==> config.mk <==
export PLATFORM = sky130hd
export DESIGN_NAME = upc_res_decode
export DESIGN_NICKNAME = d
export VERILOG_FILES = /design/src/rtl/upc_res_pkg.sv /design/src/rtl/upc_rst_sync.sv /design/src/rtl/upc_ser_decode.sv /design/src/rtl/upc_par_decode.sv /design/src/rtl/upc_drive_decode.sv /design/src/rtl/upc_res_decode.sv
export SDC_FILE = /design/constraint.sdc
export NUM_CORES = 1
export LEC_CHECK = 0
export BUFFER_PORTS_ARGS = -buffer_cell sky130_fd_sc_hd__buf_2
export CAP_MARGIN = 20
export CORE_ASPECT_RATIO = 1.25
export CORE_MARGIN = 5
export CORE_UTILIZATION = 45
export DETAILED_ROUTE_END_ITERATION = 8
export GPL_TIMING_DRIVEN = 0
export HOLD_SLACK_MARGIN = 0.12
export PLACE_DENSITY = 0.84
export SYNTH_ARGS = -nofsm -noshare
export SYNTH_HDL_FRONTEND = slang
export SYNTH_SLANG_ARGS = --single-unit
==> constraint.sdc <==
create_clock -name clk -period 3.5 [get_ports clk]
set_clock_uncertainty 0.15 [all_clocks]
set_input_delay 0.35 -clock clk [delete_from_list [all_inputs] [get_ports clk]]
set_output_delay 0.35 -clock clk [all_outputs]
set_load 0.05 [all_outputs]
==> src/rtl/upc_res_pkg.sv <==
package upc_res_pkg;
  localparam int CFG_W    = 8;
  localparam int ADDR_W   = CFG_W + 2;
  localparam int IRQ_W    = 4;
  localparam int NUM_UART = 2;

  localparam int SER_EN_BIT = 2;
  localparam int PAR_EN_BIT = 3;
  localparam int FDC_EN_BIT = 5;
  localparam int IDE_EN_BIT = 7;

  localparam logic [ADDR_W-1:0] UART_BASE [NUM_UART] = '{10'h3F8, 10'h2F8};
  localparam logic [IRQ_W-1:0]  UART_IRQ  [NUM_UART] = '{4'd4, 4'd3};

  localparam logic [ADDR_W-1:0] LPT_BASE_A = 10'h378;
  localparam logic [ADDR_W-1:0] LPT_BASE_B = 10'h3BC;
  localparam logic [ADDR_W-1:0] LPT_BASE_C = 10'h278;
  localparam logic [IRQ_W-1:0]  LPT_IRQ_HI = 4'd7;
  localparam logic [IRQ_W-1:0]  LPT_IRQ_LO = 4'd5;

  localparam logic [ADDR_W-1:0] FDC_BASE = 10'h3F0;

  function automatic logic [ADDR_W-1:0] idx_to_base(input logic [CFG_W-1:0] idx);
    return {idx, 2'b00};
  endfunction
endpackage

==> src/rtl/upc_rst_sync.sv <==
module upc_rst_sync #(
  parameter int STAGES = 2
) (
  input  logic clk,
  input  logic rst_n,
  output logic rst_n_sync
);
  logic [STAGES-1:0] sr_q;

  always_ff @(posedge clk or negedge rst_n) begin
    if (!rst_n) sr_q <= '0;
    else        sr_q <= {sr_q[STAGES-2:0], 1'b1};
  end

  assign rst_n_sync = sr_q[STAGES-1];
endmodule

==> src/rtl/upc_ser_decode.sv <==
module upc_ser_decode
  import upc_res_pkg::*;
(
  input  logic                               enable,
  input  logic [CFG_W-1:0]                   idx,
  output logic [NUM_UART-1:0]                ch_en,
  output logic [NUM_UART-1:0][ADDR_W-1:0]    ch_base,
  output logic [NUM_UART-1:0][IRQ_W-1:0]     ch_irq,
  output logic [NUM_UART-1:0]                ch_irq_vld
);
  logic [ADDR_W-1:0] addr;
  assign addr = idx_to_base(idx);

  for (genvar i = 0; i < NUM_UART; i++) begin : g_ch
    logic hit;
    assign hit           = enable && (addr == UART_BASE[i]);
    assign ch_en[i]      = hit;
    assign ch_irq_vld[i] = hit;
    assign ch_base[i]    = hit ? addr        : '0;
    assign ch_irq[i]     = hit ? UART_IRQ[i] : '0;
  end
endmodule

==> src/rtl/upc_par_decode.sv <==
module upc_par_decode
  import upc_res_pkg::*;
(
  input  logic              enable,
  input  logic [CFG_W-1:0]  idx,
  output logic              port_en,
  output logic [ADDR_W-1:0] port_base,
  output logic [IRQ_W-1:0]  port_irq,
  output logic              port_irq_vld
);
  logic [ADDR_W-1:0] addr;
  logic              hit_hi;
  logic              hit_lo;

  assign addr   = idx_to_base(idx);
  assign hit_hi = (addr == LPT_BASE_A) || (addr == LPT_BASE_B);
  assign hit_lo = (addr == LPT_BASE_C);

  always_comb begin
    port_en      = enable;
    port_base    = enable ? addr : '0;
    port_irq     = '0;
    port_irq_vld = 1'b0;
    if (enable && hit_hi) begin
      port_irq     = LPT_IRQ_HI;
      port_irq_vld = 1'b1;
    end else if (enable && hit_lo) begin
      port_irq     = LPT_IRQ_LO;
      port_irq_vld = 1'b1;
    end
  end
endmodule

==> src/rtl/upc_drive_decode.sv <==
module upc_drive_decode
  import upc_res_pkg::*;
(
  input  logic [CFG_W-1:0]  drive,
  output logic              disk_en,
  output logic              flop_en,
  output logic [ADDR_W-1:0] flop_base
);
  assign disk_en   = drive[IDE_EN_BIT];
  assign flop_en   = drive[FDC_EN_BIT];
  assign flop_base = drive[FDC_EN_BIT] ? FDC_BASE : '0;
endmodule

==> src/rtl/upc_res_decode.sv <==
module upc_res_decode
  import upc_res_pkg::*;
(
  input  logic                            clk,
  input  logic                            rst_n,
  input  logic                            apply,
  input  logic [CFG_W-1:0]                cfg_ctrl,
  input  logic [CFG_W-1:0]                cfg_ser_idx,
  input  logic [CFG_W-1:0]                cfg_par_idx,
  input  logic [CFG_W-1:0]                cfg_drive,
  output logic [NUM_UART-1:0]             uart_en,
  output logic [NUM_UART-1:0][ADDR_W-1:0] uart_base,
  output logic [NUM_UART-1:0][IRQ_W-1:0]  uart_irq,
  output logic [NUM_UART-1:0]             uart_irq_vld,
  output logic                            par_en,
  output logic [ADDR_W-1:0]               par_base,
  output logic [IRQ_W-1:0]                par_irq,
  output logic                            par_irq_vld,
  output logic                            ide_en,
  output logic                            fdc_en,
  output logic [ADDR_W-1:0]               fdc_base
);
  logic rst_n_s;

  upc_rst_sync #(.STAGES(2)) u_rst (
    .clk        (clk),
    .rst_n      (rst_n),
    .rst_n_sync (rst_n_s)
  );

  // Decoded (combinational) values
  logic [NUM_UART-1:0]             dec_uen;
  logic [NUM_UART-1:0][ADDR_W-1:0] dec_ubase;
  logic [NUM_UART-1:0][IRQ_W-1:0]  dec_uirq;
  logic [NUM_UART-1:0]             dec_uvld;
  logic                            dec_pen;
  logic [ADDR_W-1:0]               dec_pbase;
  logic [IRQ_W-1:0]                dec_pirq;
  logic                            dec_pvld;
  logic                            dec_ide;
  logic                            dec_fen;
  logic [ADDR_W-1:0]               dec_fbase;

  upc_ser_decode u_ser (
    .enable     (cfg_ctrl[SER_EN_BIT]),
    .idx        (cfg_ser_idx),
    .ch_en      (dec_uen),
    .ch_base    (dec_ubase),
    .ch_irq     (dec_uirq),
    .ch_irq_vld (dec_uvld)
  );

  upc_par_decode u_par (
    .enable       (cfg_ctrl[PAR_EN_BIT]),
    .idx          (cfg_par_idx),
    .port_en      (dec_pen),
    .port_base    (dec_pbase),
    .port_irq     (dec_pirq),
    .port_irq_vld (dec_pvld)
  );

  upc_drive_decode u_drv (
    .drive     (cfg_drive),
    .disk_en   (dec_ide),
    .flop_en   (dec_fen),
    .flop_base (dec_fbase)
  );

  // Register state
  logic [NUM_UART-1:0]             uen_q,   uen_d;
  logic [NUM_UART-1:0][ADDR_W-1:0] ubase_q, ubase_d;
  logic [NUM_UART-1:0][IRQ_W-1:0]  uirq_q,  uirq_d;
  logic [NUM_UART-1:0]             uvld_q,  uvld_d;
  logic                            pen_q,   pen_d;
  logic [ADDR_W-1:0]               pbase_q, pbase_d;
  logic [IRQ_W-1:0]                pirq_q,  pirq_d;
  logic                            pvld_q,  pvld_d;
  logic                            ide_q,   ide_d;
  logic                            fen_q,   fen_d;
  logic [ADDR_W-1:0]               fbase_q, fbase_d;

  // Next state: load on apply, hold otherwise
  always_comb begin
    uen_d   = uen_q;
    ubase_d = ubase_q;
    uirq_d  = uirq_q;
    uvld_d  = uvld_q;
    pen_d   = pen_q;
    pbase_d = pbase_q;
    pirq_d  = pirq_q;
    pvld_d  = pvld_q;
    ide_d   = ide_q;
    fen_d   = fen_q;
    fbase_d = fbase_q;
    if (apply) begin
      uen_d   = dec_uen;
      ubase_d = dec_ubase;
      uirq_d  = dec_uirq;
      uvld_d  = dec_uvld;
      pen_d   = dec_pen;
      pbase_d = dec_pbase;
      pirq_d  = dec_pirq;
      pvld_d  = dec_pvld;
      ide_d   = dec_ide;
      fen_d   = dec_fen;
      fbase_d = dec_fbase;
    end
  end

  always_ff @(posedge clk or negedge rst_n_s) begin
    if (!rst_n_s) begin
      uen_q   <= '1;
      uvld_q  <= '1;
      pen_q   <= 1'b1;
      pbase_q <= LPT_BASE_A;
      pirq_q  <= LPT_IRQ_HI;
      pvld_q  <= 1'b1;
      ide_q   <= 1'b0;
      fen_q   <= 1'b0;
      fbase_q <= '0;
      for (int i = 0; i < NUM_UART; i++) begin
        ubase_q[i] <= UART_BASE[i];
        uirq_q[i]  <= UART_IRQ[i];
      end
    end else begin
      uen_q   <= uen_d;
      ubase_q <= ubase_d;
      uirq_q  <= uirq_d;
      uvld_q  <= uvld_d;
      pen_q   <= pen_d;
      pbase_q <= pbase_d;
      pirq_q  <= pirq_d;
      pvld_q  <= pvld_d;
      ide_q   <= ide_d;
      fen_q   <= fen_d;
      fbase_q <= fbase_d;
    end
  end

  assign uart_en      = uen_q;
  assign uart_base    = ubase_q;
  assign uart_irq     = uirq_q;
  assign uart_irq_vld = uvld_q;
  assign par_en       = pen_q;
  assign par_base     = pbase_q;
  assign par_irq      = pirq_q;
  assign par_irq_vld  = pvld_q;
  assign ide_en       = ide_q;
  assign fdc_en       = fen_q;
  assign fdc_base     = fbase_q;
endmodule

==> results by group <==
Power and ir drop
  – Register share of total power: between 40% and 50%
  – Max IR drop VDD: ~0.00028 V
  – Net Sw Frac: about a third
  – Pwr dens: 422 nW/um^2
  – Psw: ~0.28 mW
  – Combinational power share: 22.8%
  – Power Total: slightly below 0.9 mW
  – Clock share of power: 30.4%
  – Internal: around 0.60 mW
  – LEAKAGE: approximately 1.1 nW

Worst setup path
  – Worst setup path class: register to output port
  – CP max stage delay: ~560 ps
  – Cell chain of the critical path: buf_4 > buf_2
  – Crit path max-delay family: flip-flops
  – CP arrival: about 1200 ps
  – Crit. End Element: output port
  – WP depth: 2
  – Critical Path RT: ~3000 ps
  – Slowest CP cell: dfstp_2
  – Crit path launch: uart_irq[4]$_DFFE_PN1P_
  – Worst R2R Start: u_rst.sr_q[1]$_DFF_PN0_
  – CP Launch Type: register
  – Worst-path fanout max: 5
  – CP bufs+invs: 2
  – R2R cell count: 1

Logic synthesis
  – Largest cells by area after synthesis: dfstp_2 (41%), buf_4 (15%), dfrtp_1 (15%)
  – Syn avg cell area: 10.6 um^2
  – Most common cell in the netlist: buf_4
  – Synth area leader: dfstp_2
  – Cells after synthesis: approximately 150
  – Main synth FF type: dfstp_2
  – Synth unique cells: 25
  – Yosys top cell area share: 41.2%
  – Yosys warnings: 0
  – Post-synth top cells: buf_4 (30), dfstp_2 (24), inv_1 (24)
  – Synth Cell Area: 1530 um^2
  – EDFF count, synth: 0
  – Yosys reg bits: 33
  – Seq/Total Area, Yosys: between 50% and 60%
  – Ys async rst share: between 90% and 100%

Floorplanning
  – Area of the core: 3250 um^2
  – Die H: around 75 um
  – Ports: 95
  – Die span in x: around 62 um
  – Row count: 23
  – Initial Utilization: roughly 47%
  – Die Area: between 4000 and 5000 um^2

STA
  – Final Max Tran Viols: 0
  – Post-layout min period: roughly 1700 ps
  – # setup viols final: 0
  – Slew HR: between 50 and 60%
  – FMAX: 0.591 GHz
  – Tcrit/Tclk final: about 48%
  – Final Hold Vio Count: 0
  – Fin Setup TNS: 0 ps
  – RSZ-0062 raised after global routing: false
  – Worst-Margin Slew: about 670 ps

Global route
  – Vias in the first global route: between 1000 and 1500
  – Initial antenna violation count: 0
  – Global route total overflow: 0
  – First-pass GRT wire length: roughly 5700 um
  – Largest net degree at the start of global routing: 18
  – GRT Overall Usage: about 16%

Cells and area
  – Layout Utilization: approximately 64%
  – Layout cells sized above 1: approximately three fifths
  – Nets: 270
  – Syn-to-layout area delta: 36.1%
  – Post-route cell area: roughly 2100 um^2
  – Inserted Diodes: 0

Status
  – Status: finished clean

CTS
  – Quantity of hold-fixing buffers added after cts: 1
  – Clock slew at reported path FFs: ~70 ps
  – Setup Fix Bufs, Post-CTS: 0
  – Worst-skew pair later-pin latency: around 280 ps
  – Clk sink count: 33
  – CTS tree: yes
  – Post-CTS resize count: 0
  – Root Buffer: clkbuf_8
  – Htree depth: 2
  – Number of CTS-inserted buffers: 5
  – Max clock buf depth: 2

Placement
  – HPWL Detailed: between 2000 and 3000 um
  – Final GP Congestion: ~0.82
  – Placed Area: about 2000 um^2
  – IO Port Bufs: 66

Drt
  – Residual DRC: 0
  – DR pass1 iterations: 4
  – DR vias: about 1200
  – Initial DRC count: 18
  – Drt wl/cell: between 10 and 15 um
  – Antenna viol nets, final: 0
  – Final wirelength: approximately 3400 um
  – Via density: about 4.4

Flow run
  – # Max-Cap Violations: 0

Hold path
  – Hold WC Path Type: register to asynchronous set/reset pin
## logic make-up after synthesis
logic type / after synthesis / share of synthesized area, %
other: 2 / 0.491
buffers and inverters: 58 / 21.7
DFF: 33 / 55.9
and+or+nand+nor: 22 / 10.3
muxes: 3 / 2.21
AOI/OAI and AO/OA: 27 / 9.32
## area by class of cell
cell class                      instances  area [um^2]
Sequential cell                        33          856
Clock buffer                            6         72.6
Clock inverter                          2         10.0
Buffer                                 34          243
Tap cell                               37         46.3
Timing Repair Buffer                   68          368
Inverter                               24         90.1
Fill cell                             296         1170
Multi-Input combinational cell         69          398
## registers in the layout, indices dropped and copies added, names as in the netlist
signal and cells:
uart_base 16, ide_en 1, par_irq_vld 1, par_en 1
uart_irq 1, uart_irq_vld 1, par_irq 1, u_rst.sr_q 2
par_base 8, fdc_base 1
## final timing paths
kind / end / slack (ps)
hold / removal: par_base[2]$_DFFE_PN0P_ / 130
hold reg to reg: par_base[2]$_DFFE_PN0P_ / 130
setup / recovery: uart_irq[4] / 1810
min in group clk: ide_en$_DFFE_PN0P_ / 150
max in group asynchronous: par_base[8]$_DFFE_PN1P_ / 2480
setup reg to reg: par_base[8]$_DFFE_PN1P_ / 2480
## stage by stage
| step | setup WS, ps | instances | hold slack [ps] |
|---|---|---|---|
| 3_5_place_dp | 2110 | 264 | -14.6 |
| 3_3_place_gp | 2110 | 263 | -13.9 |
| 2_1_floorplan | 2010 | 160 | -95.6 |
| 5_1_grt | 1760 | 273 | 143 |
| 6_report | 1810 | 273 | 130 |
| 4_1_cts | 1790 | 273 | 147 |
## metal layers
metal / wire [um] / GRT usage (%) / vias to the layer above
met5: 0 / 0 / -
met2: 1870 / 27.0 / 40
met1: 1270 / 17.0 / 555
met4: 95 / 10.1 / 0
li1: - / - / 597
met3: 191 / 5.07 / 10
## cells in the final DEF (no fill, tap or decap), drive strengths merged
cell / synthesis / final
clkbuf: 1 / 7
dfstp: 24 / 24
nand2b: 1 / 1
o32ai: 1 / 1
dlygate4sd3: 0 / 1
nor3b: 1 / 1
dfrtp: 9 / 9
a31oi: 1 / 1
nand3: 9 / 9
inv: 24 / 24
and4bb: 1 / 1
conb: 2 / 17
and4: 1 / 1
o31ai: 1 / 1
nor2b: 3 / 3
clkinv: 0 / 2
mux2: 3 / 3
and2b: 1 / 1
nand4: 3 / 3
a21oi: 1 / 1
nand2: 1 / 1
and4b: 1 / 1
o21ai: 23 / 23
buf: 33 / 100
## power groups by stage
stage               Clock [mW]  Sequential (mW)  Combinational, mW
floorplan                    0            0.460              0.111
global placement             0            0.419              0.190
detailed placement           0            0.417              0.200
CTS                      0.276            0.412              0.201
global route             0.293            0.414              0.213
finish                   0.267            0.411              0.200
Power figures use the tool's default switching activity.
